==> src/rtl/dma_stream_pkg.sv <==
package dma_stream_pkg;

  localparam int ADDR_W = 2;

  localparam logic [ADDR_W-1:0] ADDR_CTRL  = 2'd0;
  localparam logic [ADDR_W-1:0] ADDR_COUNT = 2'd1;
  localparam logic [ADDR_W-1:0] ADDR_FLAGS = 2'd2;

  // control register bit positions
  localparam int CTRL_RUN    = 0;
  localparam int CTRL_CIRC   = 1;
  localparam int CTRL_BUSIE  = 2;
  localparam int CTRL_FIFOIE = 3;
  localparam int CTRL_W      = 4;

  // flag register bit positions
  localparam int FLAG_DONE   = 0;
  localparam int FLAG_BUSERR = 1;
  localparam int FLAG_FIFO   = 2;
  localparam int FLAG_W      = 3;

  typedef struct packed {
    logic wrShadow;   // software load of count and shadow
    logic reloadCnt;  // count <= shadow
    logic decCnt;     // count <= count - 1
  } cntStrobe_t;

endpackage

==> src/rtl/dma_stream_cnt.sv <==
module dma_stream_cnt
  import dma_stream_pkg::*;
#(
  parameter int CNT_W = 16
) (
  input  logic             clk,
  input  logic             rstN,
  input  cntStrobe_t       strobe,
  input  logic [CNT_W-1:0] wrData,
  output logic [CNT_W-1:0] cntQ,
  output logic             cntZero,
  output logic             cntOne
);

  localparam logic [CNT_W-1:0] ONE = CNT_W'(1);

  logic [CNT_W-1:0] shadowQ;

  always_ff @(posedge clk or negedge rstN) begin
    if (!rstN) begin
      cntQ    <= '0;
      shadowQ <= '0;
    end else if (strobe.wrShadow) begin
      cntQ    <= wrData;
      shadowQ <= wrData;
    end else if (strobe.reloadCnt) begin
      cntQ    <= shadowQ;
    end else if (strobe.decCnt) begin
      cntQ    <= cntQ - ONE;
    end
  end

  assign cntZero = (cntQ == '0);
  assign cntOne  = (cntQ == ONE);

  // a decrement step lands exactly one below the previous count
  p_dec_step_r5: assert property (@(posedge clk) disable iff (!rstN)
    strobe.decCnt |=> (cntQ == $past(cntQ) - ONE));

  // the control never asks to decrement an empty count
  p_no_dec_zero_r4: assert property (@(posedge clk) disable iff (!rstN)
    strobe.decCnt |-> !cntZero);

  // a reload copies the programmed shadow
  p_reload_shadow_r7: assert property (@(posedge clk) disable iff (!rstN)
    strobe.reloadCnt |=> (cntQ == $past(shadowQ)));

endmodule

==> src/rtl/dma_stream_fsm.sv <==
module dma_stream_fsm
  import dma_stream_pkg::*;
(
  input  logic              clk,
  input  logic              rstN,
  input  logic              regWr,
  input  logic [ADDR_W-1:0] regAddr,
  input  logic [CTRL_W-1:0] wrBits,
  input  logic              xferDone,
  input  logic              busErr,
  input  logic              fifoErr,
  input  logic              cntZero,
  input  logic              cntOne,
  output logic              runQ,
  output logic              circQ,
  output logic              busIeQ,
  output logic              fifoIeQ,
  output logic [FLAG_W-1:0] flagsQ,
  output cntStrobe_t        strobe
);

  logic wrCtrl, wrCount, wrFlags;
  logic anyErr, accepted, lastItem, wrap, enAccept;
  logic runD;
  logic [FLAG_W-1:0] flagsD;

  assign wrCtrl  = regWr && (regAddr == ADDR_CTRL);
  assign wrCount = regWr && (regAddr == ADDR_COUNT);
  assign wrFlags = regWr && (regAddr == ADDR_FLAGS);

  assign anyErr   = busErr | fifoErr;
  assign accepted = runQ & xferDone & !cntZero & !anyErr;
  assign lastItem = accepted & cntOne;
  assign wrap     = lastItem & circQ;
  assign enAccept = wrCtrl & wrBits[CTRL_RUN] & !runQ & (flagsQ == '0);

  always_comb begin
    strobe.wrShadow  = wrCount & !runQ;
    strobe.reloadCnt = wrap | enAccept;
    strobe.decCnt    = accepted & !wrap;
  end

  always_comb begin
    runD = runQ;
    if (anyErr)                    runD = 1'b0;
    else if (lastItem && !circQ)   runD = 1'b0;
    else if (wrCtrl) begin
      if (!wrBits[CTRL_RUN])       runD = 1'b0;
      else if (enAccept)           runD = 1'b1;
    end
  end

  always_comb begin
    flagsD = flagsQ;
    if (wrFlags) flagsD = flagsQ & ~wrBits[FLAG_W-1:0];
    flagsD[FLAG_DONE]   = flagsD[FLAG_DONE]   | lastItem;
    flagsD[FLAG_BUSERR] = flagsD[FLAG_BUSERR] | busErr;
    flagsD[FLAG_FIFO]   = flagsD[FLAG_FIFO]   | fifoErr;
  end

  always_ff @(posedge clk or negedge rstN) begin
    if (!rstN) begin
      runQ    <= 1'b0;
      circQ   <= 1'b0;
      busIeQ  <= 1'b0;
      fifoIeQ <= 1'b0;
      flagsQ  <= '0;
    end else begin
      runQ   <= runD;
      flagsQ <= flagsD;
      if (wrCtrl) begin
        busIeQ  <= wrBits[CTRL_BUSIE];
        fifoIeQ <= wrBits[CTRL_FIFOIE];
        if (!runQ) circQ <= wrBits[CTRL_CIRC];
      end
    end
  end

  // at most one count update per cycle
  p_strobe_excl_r5: assert property (@(posedge clk) disable iff (!rstN)
    $onehot0({strobe.wrShadow, strobe.reloadCnt, strobe.decCnt}));

  // an error pulse always leaves the stream stopped
  p_err_stops_r10: assert property (@(posedge clk) disable iff (!rstN)
    anyErr |=> !runQ);

  // pending flags keep an enable write from starting the stream
  p_flag_block_r9: assert property (@(posedge clk) disable iff (!rstN)
    (wrCtrl && !runQ && (flagsQ != '0)) |=> !runQ);

  // the last normal-mode item stops the stream and raises done
  p_normal_stop_r6: assert property (@(posedge clk) disable iff (!rstN)
    (lastItem && !circQ) |=> (!runQ && flagsQ[FLAG_DONE]));

  // a circular wrap keeps the stream running
  p_circ_run_r7: assert property (@(posedge clk) disable iff (!rstN)
    wrap |=> runQ);

endmodule

==> src/rtl/dma_stream_ctrl.sv <==
module dma_stream_ctrl
  import dma_stream_pkg::*;
#(
  parameter int CNT_W  = 16,
  parameter int DATA_W = 32
) (
  input  logic              clk,
  input  logic              rstN,
  input  logic              regWr,
  input  logic [ADDR_W-1:0] regAddr,
  input  logic [CNT_W-1:0]  regWrData,
  output logic [DATA_W-1:0] regRdData,
  input  logic              reqIn,
  output logic              reqGrant,
  input  logic              xferDone,
  input  logic              busErr,
  input  logic              fifoErr,
  output logic              irqBusErr,
  output logic              irqFifoErr
);

  cntStrobe_t        strobe;
  logic [CNT_W-1:0]  cntQ;
  logic              cntZero, cntOne;
  logic              runQ, circQ, busIeQ, fifoIeQ;
  logic [FLAG_W-1:0] flagsQ;

  dma_stream_fsm uFsm (
    .clk      (clk),
    .rstN     (rstN),
    .regWr    (regWr),
    .regAddr  (regAddr),
    .wrBits   (regWrData[CTRL_W-1:0]),
    .xferDone (xferDone),
    .busErr   (busErr),
    .fifoErr  (fifoErr),
    .cntZero  (cntZero),
    .cntOne   (cntOne),
    .runQ     (runQ),
    .circQ    (circQ),
    .busIeQ   (busIeQ),
    .fifoIeQ  (fifoIeQ),
    .flagsQ   (flagsQ),
    .strobe   (strobe)
  );

  dma_stream_cnt #(.CNT_W(CNT_W)) uCnt (
    .clk     (clk),
    .rstN    (rstN),
    .strobe  (strobe),
    .wrData  (regWrData),
    .cntQ    (cntQ),
    .cntZero (cntZero),
    .cntOne  (cntOne)
  );

  assign reqGrant   = reqIn & runQ & !cntZero;
  assign irqBusErr  = flagsQ[FLAG_BUSERR] & busIeQ;
  assign irqFifoErr = flagsQ[FLAG_FIFO] & fifoIeQ;

  always_comb begin
    regRdData = '0;
    case (regAddr)
      ADDR_CTRL:  regRdData[CTRL_W-1:0] = {fifoIeQ, busIeQ, circQ, runQ};
      ADDR_COUNT: regRdData[CNT_W-1:0]  = cntQ;
      ADDR_FLAGS: regRdData[FLAG_W-1:0] = flagsQ;
      default:    regRdData = '0;
    endcase
  end

  // a running stream without a done pulse keeps its count still
  p_run_lock_r3: assert property (@(posedge clk) disable iff (!rstN)
    (runQ && !xferDone) |=> $stable(cntQ));

endmodule

==> config.mk <==
export PLATFORM = sky130hd
export DESIGN_NAME = dma_stream_ctrl
export DESIGN_NICKNAME = d
export VERILOG_FILES = /design/src/rtl/dma_stream_pkg.sv /design/src/rtl/dma_stream_cnt.sv /design/src/rtl/dma_stream_fsm.sv /design/src/rtl/dma_stream_ctrl.sv
export SDC_FILE = /design/constraint.sdc
export NUM_CORES = 1
export LEC_CHECK = 0
export BUFFER_PORTS_ARGS = -buffer_cell sky130_fd_sc_hd__buf_2
export CORE_ASPECT_RATIO = 0.5
export CORE_MARGIN = 1.5
export CORE_UTILIZATION = 52
export DETAILED_ROUTE_END_ITERATION = 10
export GPL_TIMING_DRIVEN = 0
export HOLD_SLACK_MARGIN = 0.08
export PLACE_DENSITY = 0.78
export SLEW_MARGIN = 30
export SYNTH_ARGS = -nofsm -noshare
export SYNTH_HDL_FRONTEND = slang
export SYNTH_SLANG_ARGS = --single-unit
==> constraint.sdc <==
create_clock -name clk -period 5.1 [get_ports clk]
set_input_delay 1.02 -clock clk [delete_from_list [all_inputs] [get_ports clk]]
set_output_delay 1.02 -clock clk [all_outputs]
set_load 0.05 [all_outputs]
==> impl_results.md <==
- Status: completed
- Worst EP arrival: 2.74 ns
- # diodes: 0
- DR iter-0 viols: 80
- Crit path kind: in -> out
- Sequential fraction of the synthesis area: a little under two fifths
- Total grt overflow: 0
- Vias in the first global route: 2091
- Post-CTS setup buffer count: 0
- Setup TNS: 0 ns
- Final min period: between 3 and 4 ns
- Worst slew margin: between 30% and 40%
- Asr flop ratio synth: 100.0%
- Max clock buf depth: 2
- Setup crit end kind: output pin
- Placeable Area: about 4600 um2
- Routed wire length: ~6800 um
- Pin slew with the least headroom to its limit: 0.9492 ns
- Crit path max fanout: 10
- Finish-stage setup viols: 0
- Yosys reg bits: 39
- Fin. max-slew vios: 0
- Fmax: 0.2660 GHz
- Clock Skews: 0.004831 ns
- Cell row count: 17
- CTS tree: done
- Post-CTS sizing: 0
- Root Buffer: clkbuf_8
- H-Tree Depth: 2
- Post-DR wirelength/cell: about 16 um
- Ys Warns: 0
- Final hold viol count: 0
- Area of the die: around 5400 um2
- First-pass GRT wire length: approximately 11000 um
- GP Congestion: 0.8943
- Crit path cell chain: buf_2, clkbuf_1, nor2b_1, clkbuf_1, nand2_1, o21ai_0, buf_2
- Finished Core Util: between 60% and 70%
- Startpoint Class: input pin
- Initial antenna violation count: 0
- Mean number of vias per cell: between 5 and 6
- Synthesized instance count: between 200 and 300
- Synth top area share: between 30% and 40%
- Clk sinks: 39
- Gr usage total: between 20% and 30%
- Remaining routing DRC violations: 0
- Hpwl dp: approximately 5100 um
- Largest cells by area after synthesis: dfrtp_1, nand2_1, buf_4, and2_1, mux2i_1
- Post-synth cell types: 64
- CTS Hold Bufs: 0
- Via count: around 2300
- Syn Area/Cell: 8.995 um2
- Top_reg_cell synth: dfrtp_1
- Post-synth EDFFs: 0
- Die H: about 53 um
- Unrepaired setup endpoints after global routing: no
- HP Class: reg -> reg
- Pwr dens: 318.5 nW/um2
- Synth Cell Area: roughly 2600 um2
- CP peak stage delay: 0.43 ns
- Worst path bufs/invs: 4
- Max_cap viols: 0
- Area delta synth->final: 18.43%
- Initial core utilization: a little under three fifths
- Post-synth top area cell: dfrtp_1
- Placed Area: 2927 um2
- Leakage power: 1.475 nW
- # nets final: 379
- Clk_lat worst skew: 0.30 ns
- Design area: a little over 3000 um2
- 1st-pass router iterations: 4
- Largest net degree at the start of global routing: 40
- CTS Buf Count: 5
- Period utilisation layout: 73.71%
- Final ANT Viol Nets: 0
- CP top delay family: buffers and inverters
- Critical path's slowest cell: nor2b_1
- Worst VDD drop: between 150 and 200 uV
- Clock transition at path regs: ~0.07 ns
- Critical Path RT: roughly 4 ns
- Final Total Pwr: ~0.97 mW
- Share of cells above drive strength 1: between 20% and 30%
- IO Port Bufs: between 40 and 50
- IO Pins: 60
- Die X-Extent: just over 100 um
tightest hold or removal path: stages, from the launching register on:
cell and delay [ns]:
dfrtp_1 0.34, nand2_1 0.05, nand2_1 0.05
flip-flops by register name (all words and copies together) (netlist names):
signal        cells
uCnt.cntQ        16
uCnt.shadowQ     16
uFsm.busIeQ       1
uFsm.circQ        1
uFsm.fifoIeQ      1
uFsm.flagsQ       3
uFsm.runQ         1
synthesized netlist by cell type, drive strengths merged, types with 3 or more instances:
cell type	instances
a211oi	3
a21o	5
a21oi	3
a31oi	4
and2	17
buf	23
clkbuf	8
dfrtp	39
ha	3
inv	8
mux2	3
mux2i	8
nand2	61
nand4	4
nor2	14
nor3	6
nor3b	3
nor4	5
nor4b	6
o21ai	10
o221ai	4
o31ai	3
xnor2	6
layout make-up:
type / instances / area (um2)
fill: 390 / 1526
multi-input combinational: 223 / 1401
sequential: 39 / 975.9
buffer: 31 / 221.5
timing repair buffer: 43 / 217.7
clock buffer: 6 / 82.58
tap: 66 / 82.58
clock inverter: 2 / 35.03
inverter: 8 / 30.03
final timing paths:
check                      slack, ns                      endpoint  cells past startpoint                         from
max                             1.34                  regRdData[1]                      7                   regAddr[0]
min in group asynchronous       0.68   uCnt.shadowQ[4]$_DFFE_PN0P_                      1                         rstN
max in group asynchronous       4.07  uCnt.shadowQ[11]$_DFFE_PN0P_                      1                         rstN
max reg2reg                     2.45     uCnt.cntQ[12]$_DFFE_PN0P_                      7     uCnt.cntQ[1]$_DFFE_PN0P_
min reg2reg                     0.47   uCnt.shadowQ[5]$_DFFE_PN0P_                      2  uCnt.shadowQ[5]$_DFFE_PN0P_
min                             0.47   uCnt.shadowQ[5]$_DFFE_PN0P_                      2  uCnt.shadowQ[5]$_DFFE_PN0P_
cells by family after synthesis:
family	after synthesis	share of synthesized area, %
buffers and inverters	39	9.776
adder cells (fa/ha/maj)	3	1.459
multiplexers	11	4.426
other	1	0.1458
AND/OR/NAND/NOR	133	28.50
XOR/XNOR	7	2.383
AO/OA/AOI/OAI	53	15.37
flip-flops	39	37.94
placed cells by master, fill, tap and decap left out, types with 5 or more instances in the layout:
master,n
a21o_1,5
and2_1,17
buf_2,43
buf_4,18
clkbuf_1,7
clkbuf_8,7
conb_1,16
dfrtp_1,39
inv_1,8
mux2i_1,8
nand2_1,61
nor2_1,14
nor3_1,6
nor4b_1,6
o21ai_0,9
xnor2_1,6
through the flow:
| stage | hold WS [ns] | cells | setup WS (ns) |
|---|---|---|---|
| after CTS | 0.4745 | 418 | 1.386 |
| after global placement | 0.4426 | 410 | 1.451 |
| after floorplan | 0.4273 | 301 | 1.564 |
| final | 0.4733 | 418 | 1.341 |
| after detailed placement | 0.4558 | 410 | 1.394 |
| after global routing | 0.5019 | 418 | 1.200 |
power by group:
part / switching, mW / internal (mW)
logic: 0.180 / 0.106
clock network: 0.116 / 0.158
registers: 0.0546 / 0.355
total: 0.351 / 0.619
layer usage:
metal	wire length, um	track usage [%]	vias up
met5	0	0	-
met4	96	9.361	0
met3	629	8.400	10
met2	2891	42.05	92
met1	3160	38.10	1067
li1	-	-	1116
Note: power is estimated with default switching activity, not from simulation.
